[src/rtl/recfg_pkg.sv]
package recfg_pkg;

    typedef enum logic [1:0] {
        ST_SRAM_ONLY    = 2'd0,
        ST_GROW_STALL   = 2'd1,
        ST_HYBRID       = 2'd2,
        ST_SHRINK_STALL = 2'd3
    } cap_state_e;

    typedef struct packed {
        logic go_up;
        logic go_down;
    } verdict_t;

endpackage

[src/rtl/rc_interval_timer.sv]
module rc_interval_timer #(
    parameter int INTERVAL = 10_000_000
) (
    input  logic clk,
    input  logic rst,
    output logic tick
);
    localparam int TW = (INTERVAL > 2) ? $clog2(INTERVAL) : 1;
    localparam logic [TW-1:0] LAST = TW'(INTERVAL - 1);

    logic [TW-1:0] pos_q;

    always_ff @(posedge clk) begin
        if (rst) begin
            pos_q <= '0;
        end else if (pos_q == LAST) begin
            pos_q <= '0;
        end else begin
            pos_q <= pos_q + 1'b1;
        end
    end

    assign tick = (pos_q == LAST);


    window_single_tick_chk: assert property (@(posedge clk) disable iff (rst)
        tick |=> !tick);

endmodule

[src/rtl/rc_activity_cnt.sv]
module rc_activity_cnt #(
    parameter int CNT_W = 24
) (
    input  logic             clk,
    input  logic             rst,
    input  logic             clear,
    input  logic             hold,
    input  logic             acc_stb,
    input  logic             miss_stb,
    output logic [CNT_W-1:0] acc_cnt,
    output logic [CNT_W-1:0] miss_cnt
);
    logic take_acc;
    logic take_miss;

    assign take_acc  = acc_stb & ~hold;
    assign take_miss = take_acc & miss_stb;

    always_ff @(posedge clk) begin
        if (rst) begin
            acc_cnt  <= '0;
            miss_cnt <= '0;
        end else if (clear) begin
            acc_cnt  <= CNT_W'(take_acc);
            miss_cnt <= CNT_W'(take_miss);
        end else begin
            acc_cnt  <= acc_cnt + CNT_W'(take_acc);
            miss_cnt <= miss_cnt + CNT_W'(take_miss);
        end
    end


    stall_freeze_chk: assert property (@(posedge clk) disable iff (rst)
        (hold && !clear) |=> ($stable(acc_cnt) && $stable(miss_cnt)));


    miss_within_acc_chk: assert property (@(posedge clk) disable iff (rst)
        miss_cnt <= acc_cnt);

endmodule

[src/rtl/rc_decision.sv]
module rc_decision
    import recfg_pkg::*;
#(
    parameter int CNT_W     = 24,
    parameter int RATE_FRAC = 8,
    parameter int RATE_W    = 9
) (
    input  logic [CNT_W-1:0]  acc_cnt,
    input  logic [CNT_W-1:0]  miss_cnt,
    input  logic [CNT_W-1:0]  use_lo,
    input  logic [CNT_W-1:0]  use_hi,
    input  logic [RATE_W-1:0] rate_lo,
    input  logic [RATE_W-1:0] rate_hi,
    output verdict_t          verdict
);
    localparam int EXT_W = (RATE_W > RATE_FRAC) ? RATE_W : RATE_FRAC;
    localparam int CMP_W = CNT_W + EXT_W;

    logic [CMP_W-1:0] miss_scaled;
    logic [CMP_W-1:0] lo_bound;
    logic [CMP_W-1:0] hi_bound;

    always_comb begin
        miss_scaled     = CMP_W'(miss_cnt) << RATE_FRAC;
        lo_bound        = CMP_W'(rate_lo) * CMP_W'(acc_cnt);
        hi_bound        = CMP_W'(rate_hi) * CMP_W'(acc_cnt);
        verdict.go_up   = (acc_cnt > use_hi) && (miss_scaled > hi_bound);
        verdict.go_down = (acc_cnt < use_lo) && (miss_scaled < lo_bound);
    end

endmodule

[src/rtl/rc_stall_timer.sv]
module rc_stall_timer #(
    parameter int STALL = 100_000
) (
    input  logic clk,
    input  logic rst,
    input  logic start,
    output logic expire
);
    localparam int SW = $clog2(STALL + 1);

    logic [SW-1:0] left_q;

    always_ff @(posedge clk) begin
        if (rst) begin
            left_q <= '0;
        end else if (start) begin
            left_q <= SW'(STALL - 1);
        end else if (left_q != '0) begin
            left_q <= left_q - 1'b1;
        end
    end

    assign expire = (left_q == '0);


    stall_bound_chk: assert property (@(posedge clk) disable iff (rst)
        left_q < SW'(STALL));

endmodule

[src/rtl/bank_reconfig_ctrl.sv]
module bank_reconfig_ctrl
    import recfg_pkg::*;
#(
    parameter int INTERVAL_CYCLES = 10_000_000,
    parameter int STALL_CYCLES    = 100_000,
    parameter int RATE_FRAC       = 8,
    parameter int RATE_W          = 9,
    parameter int CNT_W           = $clog2(INTERVAL_CYCLES + 1)
) (
    input  logic              clk,
    input  logic              rst,
    input  logic              access_stb,
    input  logic              miss_stb,
    input  logic [CNT_W-1:0]  use_lo_thr,
    input  logic [CNT_W-1:0]  use_hi_thr,
    input  logic [RATE_W-1:0] rate_lo_thr,
    input  logic [RATE_W-1:0] rate_hi_thr,
    output logic              dram_en,
    output logic              stall_req,
    output logic              decision_valid
);
    cap_state_e       state_q;
    cap_state_e       state_d;
    logic             tick;
    logic             expire;
    logic             stall_start;
    verdict_t         verdict;
    logic [CNT_W-1:0] acc_cnt;
    logic [CNT_W-1:0] miss_cnt;

    initial begin
        params_ok_chk: assert (STALL_CYCLES >= 1 && STALL_CYCLES < INTERVAL_CYCLES);
    end

    rc_interval_timer #(.INTERVAL(INTERVAL_CYCLES)) u_timer (
        .clk  (clk),
        .rst  (rst),
        .tick (tick)
    );

    rc_activity_cnt #(.CNT_W(CNT_W)) u_tally (
        .clk      (clk),
        .rst      (rst),
        .clear    (tick),
        .hold     (stall_req),
        .acc_stb  (access_stb),
        .miss_stb (miss_stb),
        .acc_cnt  (acc_cnt),
        .miss_cnt (miss_cnt)
    );

    rc_decision #(
        .CNT_W     (CNT_W),
        .RATE_FRAC (RATE_FRAC),
        .RATE_W    (RATE_W)
    ) u_judge (
        .acc_cnt  (acc_cnt),
        .miss_cnt (miss_cnt),
        .use_lo   (use_lo_thr),
        .use_hi   (use_hi_thr),
        .rate_lo  (rate_lo_thr),
        .rate_hi  (rate_hi_thr),
        .verdict  (verdict)
    );

    rc_stall_timer #(.STALL(STALL_CYCLES)) u_stall (
        .clk    (clk),
        .rst    (rst),
        .start  (stall_start),
        .expire (expire)
    );

    // next-state logic
    always_comb begin
        state_d     = state_q;
        stall_start = 1'b0;
        unique case (state_q)
            ST_SRAM_ONLY: begin
                if (tick && verdict.go_up) begin
                    state_d     = ST_GROW_STALL;
                    stall_start = 1'b1;
                end
            end
            ST_HYBRID: begin
                if (tick && verdict.go_down) begin
                    state_d     = ST_SHRINK_STALL;
                    stall_start = 1'b1;
                end
            end
            ST_GROW_STALL: begin
                if (expire) state_d = ST_HYBRID;
            end
            ST_SHRINK_STALL: begin
                if (expire) state_d = ST_SRAM_ONLY;
            end
            default: state_d = ST_SRAM_ONLY;
        endcase
    end

    // state register
    always_ff @(posedge clk) begin
        if (rst) state_q <= ST_SRAM_ONLY;
        else     state_q <= state_d;
    end

    // registered outputs
    always_ff @(posedge clk) begin
        if (rst) begin
            dram_en        <= 1'b0;
            stall_req      <= 1'b0;
            decision_valid <= 1'b0;
        end else begin
            dram_en        <= (state_d == ST_GROW_STALL) || (state_d == ST_HYBRID);
            stall_req      <= (state_d == ST_GROW_STALL) || (state_d == ST_SHRINK_STALL);
            decision_valid <= tick;
        end
    end


    en_moves_on_decision_chk: assert property (@(posedge clk) disable iff (rst)
        !$stable(dram_en) |-> decision_valid);


    stall_starts_with_change_chk: assert property (@(posedge clk) disable iff (rst)
        $rose(stall_req) |-> (decision_valid && !$stable(dram_en)));


    quiet_when_held_chk: assert property (@(posedge clk) disable iff (rst)
        (decision_valid && $stable(dram_en)) |-> !stall_req);

endmodule

[config.mk]
export PLATFORM = sky130hd
export DESIGN_NAME = bank_reconfig_ctrl
export DESIGN_NICKNAME = d
export VERILOG_FILES = /design/src/rtl/recfg_pkg.sv /design/src/rtl/rc_interval_timer.sv /design/src/rtl/rc_activity_cnt.sv /design/src/rtl/rc_decision.sv /design/src/rtl/rc_stall_timer.sv /design/src/rtl/bank_reconfig_ctrl.sv
export SDC_FILE = /design/constraint.sdc
export NUM_CORES = 1
export LEC_CHECK = 0
export ABC_CLOCK_PERIOD_IN_PS = 11000
export BUFFER_PORTS_ARGS = -buffer_cell sky130_fd_sc_hd__buf_2
export CORE_MARGIN = 4
export CORE_UTILIZATION = 45
export DETAILED_ROUTE_END_ITERATION = 8
export SYNTH_ARGS = -nofsm -noshare
export SYNTH_HDL_FRONTEND = slang
export SYNTH_HIERARCHICAL = 1
export SYNTH_SLANG_ARGS = --single-unit
export TNS_END_PERCENT = 100
[constraint.sdc]
create_clock -name clk -period 11 [get_ports clk]
set_clock_uncertainty 0.15 [all_clocks]
set_input_delay 0 -clock clk [delete_from_list [all_inputs] [get_ports clk]]
set_output_delay 0 -clock clk [all_outputs]
set_load 0.02 [all_outputs]
==> metrics <==
Achievable Freq=99.89 MHz; wire length of the first global-routing pass=84.86 mm; worst reg-to-reg setup slack=0.99 ns; vertical die dimension=218.3 um; Tcrit/Tclk final=0.9101; TNS Setup=0 ns; Synth Area per Inst=8.357 sq um; wire length reported by the detailed router=51.85 mm; Worst IR Drop VDD=153.5 uV; post-route minimum period=10.01 ns; # Post-CTS Setup Buffers=0; critical path arrival=10.15 ns; Primary FF master, synth=sky130_fd_sc_hd__dfxtp_1; count of TritonRoute iterations in the first routing pass=5; detail-routed net length per standard cell=17.34 um; number of hold violations in the final report=0; count of nets after finishing=2,989; DRC violation total after the first TritonRoute iteration=919; Post-Synthesis Cell Area=19,900 sq um; cell leakage power=10.62 nW; via count of the first global-routing pass=16,490; per-cell via count in the routed design=5.449; crit-path max cell delay=1.10 ns; root buf cell=sky130_fd_sc_hd__clkbuf_16; residual DRC count=0; HPWL after detailed placement=39.82 mm; number of antenna repair diodes=0; die footprint=47,650 sq um; worst hold stages=4; fraction of layout instances using a drive strength above 1=0.05528; Largest delay share family, worst path=simple AND/OR/NAND/NOR gates; most common cell after layout, fill and taps aside=sky130_fd_sc_hd__inv_1; Max Root-Sink Buffers=2; post-synth top area share=0.3119; number of synthesized register bits=93; Initial Util=0.4589; count of antenna-violating nets left after detailed routing=0; unrepaired setup endpoints after global routing=no; CP Data Required Time=11.14 ns; kind of start point of the critical path=flip-flop; endpoint kind of the worst setup timing path=flip-flop; Buffers & Inverters on Critical Path=4; r2r worst-path depth=29; clock transition at the registers of the reported paths=0.08 ns; overall via count from detail_route=16,300; Synthesized Nets=2,969; number of primary I/O pins=73; maximum fanout count along the critical path=26; total clock sinks=93; number of buffers inserted during clock tree synthesis=9; Critical-path top delay cell=sky130_fd_sc_hd__dfxtp_1; count of port buffers added during placement=72; Power Dens Cells=50.48 nW/um^2; most frequent cells in the layout=450 x sky130_fd_sc_hd__inv_1, 310 x sky130_fd_sc_hd__fa_1, 256 x sky130_fd_sc_hd__nand2_1; portion of the post-synthesis area used by sequential elements=0.09356; clock tree from TritonCTS=done; Remaining Overflow, GRT=0; Synth Warn #=6; maximum level of the CTS H-tree=3; Max-slew headroom=0.2168; total of fill cells in the finished design=4,291; sink of the worst hold path=u_tally/acc_cnt[0]$_SDFF_PP0_; kind of critical path=reg -> reg; horizontal die dimension=218.3 um; worst skew pair latency=0.36 ns; slew at the pin closest to its max-slew limit=1.173 ns; hold_sp=access_stb; ranking of synthesized cells by area=sky130_fd_sc_hd__fa_1 31%, sky130_fd_sc_hd__ha_1 13%, sky130_fd_sc_hd__dfxtp_1 9.4%; weighted congestion at the end of routability-driven global placement=0.8434; run status=complete, no violations; GRT Util Overall=0.2182; pin count of the biggest net entering global routing=43; final standard cell utilization of the core=0.4870; number of instances in the synthesized netlist=2,381; share of async-settable or async-resettable flops after synthesis=0; path type of the worst min-delay path=in -> reg; antenna violations before repair=1; worst reg2reg endpoint=u_stall/left_q[9]$_SDFFE_PP0P_; placeable core area=43,360 sq um; PnR worst setup slack=0.9894 ns; cell taking the most area after synthesis=sky130_fd_sc_hd__fa_1; Setup WS pre-CTS=1.036 ns; distinct cell type count of the synthesized netlist=79; pins over their slew limit=0; Area growth, synth to finish=6.112%; MaxCap Viol Count=0; EDFF count, synth=0; count of final setup violators=0; critical register-to-register path startpoint=u_tally/acc_cnt[14]$_SDFF_PP0_; row count=76
-- per-stage QoR --
step	total power [mW]	hold WS, ns	area, sq um	instances
floorplan	0.6425	-0.08093	19900	2381
global placement	0.7365	0.2707	20790	2973
detailed placement	0.7465	0.2724	20790	2973
CTS	1.078	0.08541	21120	2991
global route	1.132	0.1153	21120	2991
finish	1.066	0.1320	21120	2991
-- cell usage after synthesis (5+ instances only) --
cell	instances
sky130_fd_sc_hd__xnor2_1	54
sky130_fd_sc_hd__a21oi_1	103
sky130_fd_sc_hd__nand2b_1	12
sky130_fd_sc_hd__nor4_1	20
sky130_fd_sc_hd__or3_1	31
sky130_fd_sc_hd__nand2_1	256
sky130_fd_sc_hd__xor2_1	34
sky130_fd_sc_hd__and4_1	12
sky130_fd_sc_hd__and3_1	8
sky130_fd_sc_hd__nor3_1	28
sky130_fd_sc_hd__and2_1	249
sky130_fd_sc_hd__a21boi_0	5
sky130_fd_sc_hd__ha_1	208
sky130_fd_sc_hd__a21o_1	32
sky130_fd_sc_hd__o31ai_1	10
sky130_fd_sc_hd__a211oi_1	14
sky130_fd_sc_hd__o21a_1	7
sky130_fd_sc_hd__nor2_1	88
sky130_fd_sc_hd__clkbuf_1	73
sky130_fd_sc_hd__inv_1	450
sky130_fd_sc_hd__nor2b_1	14
sky130_fd_sc_hd__or4_1	14
sky130_fd_sc_hd__nand3_1	34
sky130_fd_sc_hd__fa_1	310
sky130_fd_sc_hd__o211ai_1	6
sky130_fd_sc_hd__o21bai_1	6
sky130_fd_sc_hd__a31oi_1	10
sky130_fd_sc_hd__dfxtp_1	93
sky130_fd_sc_hd__nand4_1	44
sky130_fd_sc_hd__o21ai_0	71
-- flip-flops by register name, summed over array words and instances, names as in the netlist --
register          count
u_tally/miss_cnt     24
state_q               1
u_tally/acc_cnt      24
u_stall/left_q       17
stall_req             1
dram_en               1
u_timer/pos_q        24
decision_valid        1
-- kinds of logic after synthesis --
kind of cell               share of synthesized area
buffers and inverters                         0.1010
AOI/OAI and AO/OA                            0.09627
and+or+nand+nor                               0.2252
muxes                                       0.002578
adders and majority gates                     0.4427
xor gates and xnor gates                     0.03873
DFF                                          0.09356
-- power by group --
part	leakage [nW]	internal [mW]	switching, mW
clock	0.144	0.161	0.164
sequential	0.753	0.361	0.0286
combinational	9.73	0.138	0.213
total	10.6	0.660	0.406
-- worst reg2reg max path: cells and delay by family, from the launching register on --
| family | cells | cell delay (ns) |
|---|---|---|
| compound gates | 9 | 1.90 |
| xor+xnor | 1 | 0.09 |
| flops | 1 | 1.10 |
| mux | 1 | 0.23 |
| simple gates | 8 | 3.20 |
| buf+inv | 4 | 0.53 |
| fa+ha+maj | 6 | 2.74 |
-- layer usage --
layer | vias up | global-route usage | wire length (um)
li1 | 7655 | - | -
met1 | 8209 | 0.2938 | 23260
met2 | 372 | 0.3757 | 25310
met3 | 62 | 0.02948 | 2275
met4 | 0 | 0.04950 | 1007
met5 | - | 0 | 0
-- final cells by class --
| class | instances | area [sq um] | share of cell area |
|---|---|---|---|
| Timing Repair Buffer | 89 | 493.0 | 0.02335 |
| Tap cell | 585 | 732.0 | 0.03466 |
| Clock inverter | 7 | 77.57 | 0.003674 |
| Sequential cell | 93 | 1862 | 0.08817 |
| Inverter | 451 | 1693 | 0.08017 |
| Multi-Input combinational cell | 1757 | 16030 | 0.7593 |
| Clock buffer | 9 | 225.2 | 0.01067 |
-- timing repair --
item,4_1_cts,5_1_grt
endpoints found under the hold margin,3,0
hold buffers,2,0
resized for setup,0,0
-- worst max path at each step --
stage / from / endpoint / slack, ns / depth (start not counted)
finish: u_tally/acc_cnt[14]$_SDFF_PP0_ / u_stall/left_q[9]$_SDFFE_PP0P_ / 0.99 / 29
global placement: u_tally/acc_cnt[14]$_SDFF_PP0_ / u_stall/left_q[9]$_SDFFE_PP0P_ / 1.11 / 29
floorplan: u_tally/acc_cnt[3]$_SDFF_PP0_ / u_stall/left_q[14]$_SDFFE_PP0P_ / 3.30 / 34
CTS: u_tally/acc_cnt[14]$_SDFF_PP0_ / u_stall/left_q[9]$_SDFFE_PP0P_ / 1.02 / 29
global route: u_tally/acc_cnt[7]$_SDFF_PP0_ / u_stall/left_q[9]$_SDFFE_PP0P_ / 0.24 / 31
detailed placement: u_tally/acc_cnt[14]$_SDFF_PP0_ / u_stall/left_q[9]$_SDFFE_PP0P_ / 1.04 / 29
Power figures use the tool's default switching activity.
